$ cat src/rtl/rbc_pkg.sv
package rbc_pkg;
  localparam int unsigned RBC_CNT_W     = 12;
  localparam int unsigned RBC_THR_W     = 8;
  localparam int unsigned RBC_THR_SHIFT = 4;
  localparam int unsigned RBC_MIN_FRAME = 64;

  typedef enum logic [1:0] {
    WS_IDLE  = 2'd0,
    WS_ARMED = 2'd1,
    WS_SPENT = 2'd2
  } warn_arm_e;
endpackage

$ cat src/rtl/rbc_counter.sv
module rbc_counter #(
  parameter int unsigned CNT_W     = rbc_pkg::RBC_CNT_W,
  parameter int unsigned MIN_FRAME = rbc_pkg::RBC_MIN_FRAME
) (
  input  logic             clk,
  input  logic             rst_n,
  input  logic             frame_start,
  input  logic             frame_end,
  input  logic             byte_valid,
  input  logic             accept_runt,
  output logic [CNT_W-1:0] count_q,
  output logic             open_q,
  output logic             runt_q
);
  localparam logic [CNT_W-1:0] CNT_MAX = {CNT_W{1'b1}};
  localparam logic [CNT_W-1:0] CNT_MIN = CNT_W'(MIN_FRAME);

  logic [CNT_W-1:0] count_d;
  logic             at_max;
  logic             short_frame;

  assign at_max = (count_q == CNT_MAX);

  always_comb begin
    count_d = count_q;
    if (frame_start)
      count_d = byte_valid ? CNT_W'(1) : '0;
    else if (open_q && byte_valid && !at_max)
      count_d = count_q + CNT_W'(1);
  end

  assign short_frame = (count_d < CNT_MIN);

  always_ff @(posedge clk or negedge rst_n) begin
    if (!rst_n) begin
      count_q <= '0;
      open_q  <= 1'b0;
      runt_q  <= 1'b0;
    end else begin
      count_q <= count_d;
      runt_q  <= frame_end && open_q && !frame_start && short_frame && !accept_runt;
      if (frame_start)
        open_q <= 1'b1;
      else if (frame_end)
        open_q <= 1'b0;
    end
  end
endmodule

$ cat src/rtl/rbc_warn.sv
module rbc_warn #(
  parameter int unsigned CNT_W     = rbc_pkg::RBC_CNT_W,
  parameter int unsigned THR_W     = rbc_pkg::RBC_THR_W,
  parameter int unsigned THR_SHIFT = rbc_pkg::RBC_THR_SHIFT
) (
  input  logic             clk,
  input  logic             rst_n,
  input  logic             frame_start,
  input  logic             open_q,
  input  logic [CNT_W-1:0] count_q,
  input  logic [THR_W-1:0] thr_value,
  input  logic             thr_write,
  input  logic             irq_clear,
  output logic             status_q
);
  import rbc_pkg::*;

  localparam int unsigned SCL_W = THR_W + THR_SHIFT;
  localparam int unsigned CMP_W = (SCL_W > CNT_W) ? SCL_W : CNT_W;

  logic [THR_W-1:0] thr_q;
  logic [SCL_W-1:0] thr_scaled;
  warn_arm_e        arm_q;
  logic             reached;
  logic             fire;

  generate
    if (THR_SHIFT == 0) begin : g_noshift
      assign thr_scaled = thr_q;
    end else begin : g_shift
      assign thr_scaled = {thr_q, {THR_SHIFT{1'b0}}};
    end
  endgenerate

  assign reached = CMP_W'(count_q) >= CMP_W'(thr_scaled);
  assign fire    = open_q && (arm_q == WS_ARMED) && reached;

  always_ff @(posedge clk or negedge rst_n) begin
    if (!rst_n) begin
      thr_q    <= '0;
      arm_q    <= WS_IDLE;
      status_q <= 1'b0;
    end else begin
      if (thr_write)
        thr_q <= thr_value;

      if (frame_start || thr_write)
        arm_q <= WS_ARMED;
      else if (fire)
        arm_q <= WS_SPENT;

      if (fire)
        status_q <= 1'b1;
      else if (irq_clear)
        status_q <= 1'b0;
    end
  end
endmodule

$ cat src/rtl/rx_bytecount_warn.sv
module rx_bytecount_warn #(
  parameter int unsigned CNT_W     = rbc_pkg::RBC_CNT_W,
  parameter int unsigned THR_W     = rbc_pkg::RBC_THR_W,
  parameter int unsigned THR_SHIFT = rbc_pkg::RBC_THR_SHIFT,
  parameter int unsigned MIN_FRAME = rbc_pkg::RBC_MIN_FRAME
) (
  input  logic             clk,
  input  logic             rst_n,
  input  logic             frame_start,
  input  logic             frame_end,
  input  logic             byte_valid,
  input  logic             accept_runt,
  input  logic [THR_W-1:0] thr_value,
  input  logic             thr_write,
  input  logic             irq_clear,
  input  logic             irq_mask,
  output logic [CNT_W-1:0] byte_count,
  output logic             runt_reject,
  output logic             warn_status,
  output logic             warn_irq
);
  logic [CNT_W-1:0] cnt;
  logic             frame_open;

  rbc_counter #(.CNT_W(CNT_W), .MIN_FRAME(MIN_FRAME)) u_cnt (
    .clk         (clk),
    .rst_n       (rst_n),
    .frame_start (frame_start),
    .frame_end   (frame_end),
    .byte_valid  (byte_valid),
    .accept_runt (accept_runt),
    .count_q     (cnt),
    .open_q      (frame_open),
    .runt_q      (runt_reject)
  );

  rbc_warn #(.CNT_W(CNT_W), .THR_W(THR_W), .THR_SHIFT(THR_SHIFT)) u_warn (
    .clk         (clk),
    .rst_n       (rst_n),
    .frame_start (frame_start),
    .open_q      (frame_open),
    .count_q     (cnt),
    .thr_value   (thr_value),
    .thr_write   (thr_write),
    .irq_clear   (irq_clear),
    .status_q    (warn_status)
  );

  assign byte_count = cnt;
  assign warn_irq   = warn_status & irq_mask;
endmodule

$ cat config.mk
export PLATFORM = sky130hd
export DESIGN_NAME = rx_bytecount_warn
export DESIGN_NICKNAME = d
export VERILOG_FILES = /design/src/rtl/rbc_pkg.sv /design/src/rtl/rbc_counter.sv /design/src/rtl/rbc_warn.sv /design/src/rtl/rx_bytecount_warn.sv
export SDC_FILE = /design/constraint.sdc
export NUM_CORES = 1
export LEC_CHECK = 0
export BUFFER_PORTS_ARGS = -buffer_cell sky130_fd_sc_hd__buf_2
export CAP_MARGIN = 10
export CORE_MARGIN = 5
export CORE_UTILIZATION = 25
export CTS_CLUSTER_DIAMETER = 100
export DETAILED_ROUTE_END_ITERATION = 12
export GPL_TIMING_DRIVEN = 0
export HOLD_SLACK_MARGIN = 0.02
export PLACE_DENSITY_LB_ADDON = 0.2
export SYNTH_ARGS = -nofsm -noshare
export SYNTH_HDL_FRONTEND = slang
export SYNTH_SLANG_ARGS = --single-unit
$ cat constraint.sdc
create_clock -name clk -period 2.2 [get_ports clk]
set_clock_uncertainty 0.15 [all_clocks]
set_input_delay 0.11 -clock clk [delete_from_list [all_inputs] [get_ports clk]]
set_output_delay 0.11 -clock clk [all_outputs]
set_load 0.03 [all_outputs]
Word-level counts from Yosys, hierarchy flattened
Cells that the tools add are included. W data, S select, Z words.

Input port bits: 17. Output and inout port bits: 15. Register bits: 25.

Bitwise logic cells: 1. Muxes and demuxes: 9. Eq/ne operators: 2. Add/subtract/negate cells: 1. Reductions and logical operators: 15. Magnitude comparators: 2.

Operators with widths (number): $mux W12 (2); $add A12 B1 Y12 const B (1); $eq A12 B12 Y1 const B (1); $ge A12 B12 Y1 (1); $lt A12 B7 Y1 const B (1); $logic_and A1 B1 Y1 (8); $reduce_bool A2 Y1 (3); $mux W1 (5); $mux W2 (2); $logic_not A1 Y1 (3); $eq A2 B1 Y1 const B (1); $and A1 B1 Y1 (1); $logic_or A1 B1 Y1 (1).

Depth between registers and ports, before layout
Depth in word-level cells: 8. Mapped depth: 7. Mapped depth without buffers: 7.

Modules after synthesis
Synthesis repeated with hierarchy kept, for this count alone.

Cell total of the unflattened synthesis: 151. Area total of the unflattened synthesis: 1476.4 um2.

By module, submodules not included: rbc_counter (sequential area each 350.3 um2, instances 1, cells an instance 81, area an instance 817.0 um2); rbc_warn (sequential area each 275.3 um2, instances 1, cells an instance 69, area an instance 653.1 um2); rx_bytecount_warn (sequential area each 0.0 um2, instances 1, cells an instance 1, area an instance 6.3 um2).

Worst setup path before layout
OpenSTA, ideal clock, no wires.

Kind: register to register. Start point: reg u_cnt.count_q[0]. End point: reg u_cnt.runt_q. Slack: 132 ps. Setup time: 96 ps. Arrival: 1822 ps. Stages on the path, launching flop included: 7. Cell sequence: dfrtp_1 ha_1 and3_1 nand2_1 o22a_1 a2111o_1 nor4_2.

Cells in the longest elaborated chain, start to end: 8.

Ends and longest elaborated chain: start: declaration (RTL line rbc_counter.sv:11) `output logic [CNT_W-1:0] count_q,`; start signal: assignment (RTL line rbc_counter.sv:40) `count_q <= count_d;`; parallel branches: the longest is 3 deep, another holds $add A12 B1 Y12; $mux W12 (*) (RTL line rbc_counter.sv:28) `else if (open_q && byte_valid && !at_max)`; $mux W12 (*) (RTL line rbc_counter.sv:26) `if (frame_start)`; $lt A12 B7 Y1 (*) (RTL line rbc_counter.sv:32) `assign short_frame = (count_d < CNT_MIN);`; $logic_and A1 B1 Y1 (*) (2 in a row) (RTL line rbc_counter.sv:41) `runt_q <= frame_end && open_q && !frame_start && short_frame && !accept_runt;`; end signal: assignment (RTL line rbc_counter.sv:41); end: declaration (RTL line rbc_counter.sv:13) `output logic runt_q`.

Mark *: on every way between the ends. A chain may end at the register's enable or synchronous reset.

Worst setup path in the final report
Same ends and word-level chain as after synthesis.

==> impl_metrics.tcl <==
set metrics [dict create \
    status "completed" \
    worstPathRequired_ns 2.23 \
    die_w_um 85.47 \
    gp_congestion 0.7398 \
    irDropWorstVdd_v 0.0003228 \
    io_buffers 29 \
    num_io_pins 32 \
    fp.dieH_um 85.47 \
    drt-initial-drc-count 31 \
    clk_pin_slew_ns 0.10 \
    cp_slowest_stage_delay_ns 0.48 \
    cts_buffer_depth 2 \
    viasPerCell 4.607 \
    drt-total-wl_mm 3.525 \
    rsz0062_at_grt "no" \
    final_nets 223 \
    setup-violations-final 0 \
    slew_viol_final 0 \
    drc 0 \
    synth_area_um2 1424 \
    p_leak_uw 0.0008967 \
    path_cells "ha_2, and3_1, nand2_1, o22a_1, a2111o_1, nor4_2" \
    async_flop_share_pct 100.0 \
    antenna_found_initial 0 \
    setup_ws_ns 0.1289 \
    cts_sinks 25 \
    crit_path_end_kind "register" \
    cts_setup_buffers 0 \
    path_delay_family "compound AO/OA/AOI/OAI gates" \
    critPathLaunchType "register" \
    dr_total_vias 1230 \
    ys_seq_elements 25 \
    hold_violations 0 \
    synth_cells 149 \
    utilization_pct 33.61 \
    cp-endpoint "u_cnt.runt_q$_DFF_PN0_" \
    placeableCoreArea_um2 5507 \
    synth_top_area_share_pct 43.94 \
    worstSetupStartpoint "u_cnt.count_q[0]$_DFFE_PN0P_" \
    synth.avg_cell_area_um2 9.556 \
    synth_edf_count 0 \
    regToRegStartpoint "u_cnt.count_q[0]$_DFFE_PN0P_" \
    areaGrowthSynthToFinish_pct 29.96 \
    synth_area_leader_cell "dfrtp_1" \
    cellPowerDensity_nw_per_um2 493.9 \
    grt_max_degree 26 \
    cts_tree "done" \
    yosysUniqueCellTypes 42 \
    gr-total-overflow 0 \
    synthTopCellsByArea "dfrtp_1, ha_1, inv_1, nand2_1, o21ai_0" \
    cp.arrival_ns 2.11 \
    worst_pin_slew_ns 0.5890 \
    cts_buffers 3 \
    track_usage_pct 9.960 \
    rows 27 \
    r2r_cells 6 \
    fin_tns_setup_ns 0 \
    finalCritPeriodShare_pct 94.14 \
    ys_warn_count 0 \
    dp_hpwl_mm 2.572 \
    criticalPathCategory "register to register" \
    nFillCells 596 \
    initial_utilization_pct 25.86 \
    ys.flop_type "dfrtp_1" \
    fmax_mhz 482.8 \
    wl_per_cell_um 13.20 \
    grt_pass1_wl_mm 5.968 \
    grt_pass1_vias 1252 \
    cp_max_fo 7 \
    mappedNetlistNets 176 \
    cts_root_buffer "clkbuf_8" \
    firstDrtPassIters 4 \
    period_needed_ns 2.071 \
    ant_nets 0 \
    ys_seq_area_share_pct 43.94 \
    clock_tree.htree_level_count 1 \
    worstReg2RegEnd "u_cnt.runt_q$_DFF_PN0_" \
    path_depth 6 \
    hp-class "primary input to register" \
    max_slew_margin_pct 60.73 \
    cap_violations 0 \
    post-place-ws_ns 0.09793 \
    cp_slowest_cell "dfrtp_1" \
    reg2reg_slack_ns 0.13 \
    hold_ws_ns 0.07737 \
    worstPathBufferInverterCount 0 \
    clk_latency_ns 0.27 \
    drive_gt1_share_pct 22.56 \
    dieArea_um2 7305 \
    diodes 0 \
]
[cells in the mapped netlist (2+ instances only)]
cell type	number
dfrtp_1	25
inv_1	17
nand2_1	15
nor2_1	12
ha_1	10
o21ai_0	10
nand4_1	4
xnor2_1	4
a21oi_1	3
and3_1	3
clkbuf_1	3
xor2_1	3
a211oi_1	2
a21o_1	2
a31oi_1	2
a41oi_1	2
and2_1	2
and4_1	2
buf_6	2
nor2b_1	2
nor3_1	2
o221ai_1	2
[cells in the final DEF (no fill, tap or decap), drive strengths merged, types with 2 or more instances in the layout]
cell type,n
a211oi,2
a21o,2
a21oi,3
a31oi,3
a41oi,2
and2,2
and3,4
and4,3
buf,33
clkbuf,6
dfrtp,25
dlygate4sd3,13
ha,10
inv,17
nand2,15
nand4,4
nor2,12
nor2b,2
nor3,2
o21ai,10
o221ai,2
xnor2,4
xor2,3
[per-stage QoR]
step / power, µW / std cells / instance area (µm²)
2_1_floorplan: 571.0 / 149 / 1424
3_3_place_gp: 619.8 / 250 / 1659
3_5_place_dp: 621.0 / 250 / 1659
4_1_cts: 926.0 / 267 / 1836
5_1_grt: 966.7 / 267 / 1851
6_report: 913.9 / 267 / 1851
[layer usage]
| layer | vias to the layer above | track usage [%] | share of wire, % |
|---|---|---|---|
| met4 | 0 | 0.8633 | 0.34 |
| li1 | 614 | - | - |
| met1 | 585 | 14.21 | 50 |
| met5 | - | 0 | 0 |
| met2 | 29 | 15.75 | 44 |
| met3 | 2 | 2.524 | 5.7 |
[power by group]
group,internal (µW),switching [µW]
clock network,127,158
logic,61.0,73.9
registers,479,15.2
[what timing repair did]
action,in CTS,in global routing
hold buffers,13,0
hold endpoints to repair,37,0
resized for setup,0,3
setup endpoints to repair,0,2
[worst min-delay path by stage]
stage               depth (start not counted)       from                           end
floorplan                                   0      rst_n  u_cnt.count_q[0]$_DFFE_PN0P_
global placement                            1      rst_n   u_warn.arm_q[0]$_DFFE_PN0P_
detailed placement                          1      rst_n   u_warn.arm_q[0]$_DFFE_PN0P_
CTS                                         2  thr_write   u_warn.thr_q[5]$_DFFE_PN0P_
global route                                2  thr_write   u_warn.thr_q[5]$_DFFE_PN0P_
finish                                      2  thr_write   u_warn.thr_q[6]$_DFFE_PN0P_
[cells by family after synthesis]
family                     Yosys count  share of synthesized area [%]
DFF                                 25                          43.94
adders and majority gates           10                          8.787
buffers and inverters               24                          7.468
xor gates and xnor gates             7                          4.306
muxes                                1                         0.7908
AOI/OAI and AO/OA                   31                          15.29
and+or+nand+nor                     51                          19.42
[layout make-up]
| cell class | instances | area [µm²] | share of cell area [%] |
|---|---|---|---|
| Multi-Input combinational cell | 100 | 706.9 | 38.20 |
| Sequential cell | 25 | 625.6 | 33.81 |
| Timing Repair Buffer | 42 | 275.3 | 14.87 |
| Tap cell | 72 | 90.09 | 4.868 |
| Inverter | 17 | 63.81 | 3.448 |
| Buffer | 7 | 42.54 | 2.299 |
| Clock buffer | 3 | 41.29 | 2.231 |
| Clock inverter | 1 | 5.005 | 0.2705 |
[sequential cells by signal, indices dropped and copies added (netlist names)]
register	cells
u_cnt.runt_q	1
u_warn.status_q	1
u_warn.thr_q	8
u_cnt.open_q	1
u_warn.arm_q	2
u_cnt.count_q	12
(Power assumes the default switching activity.)
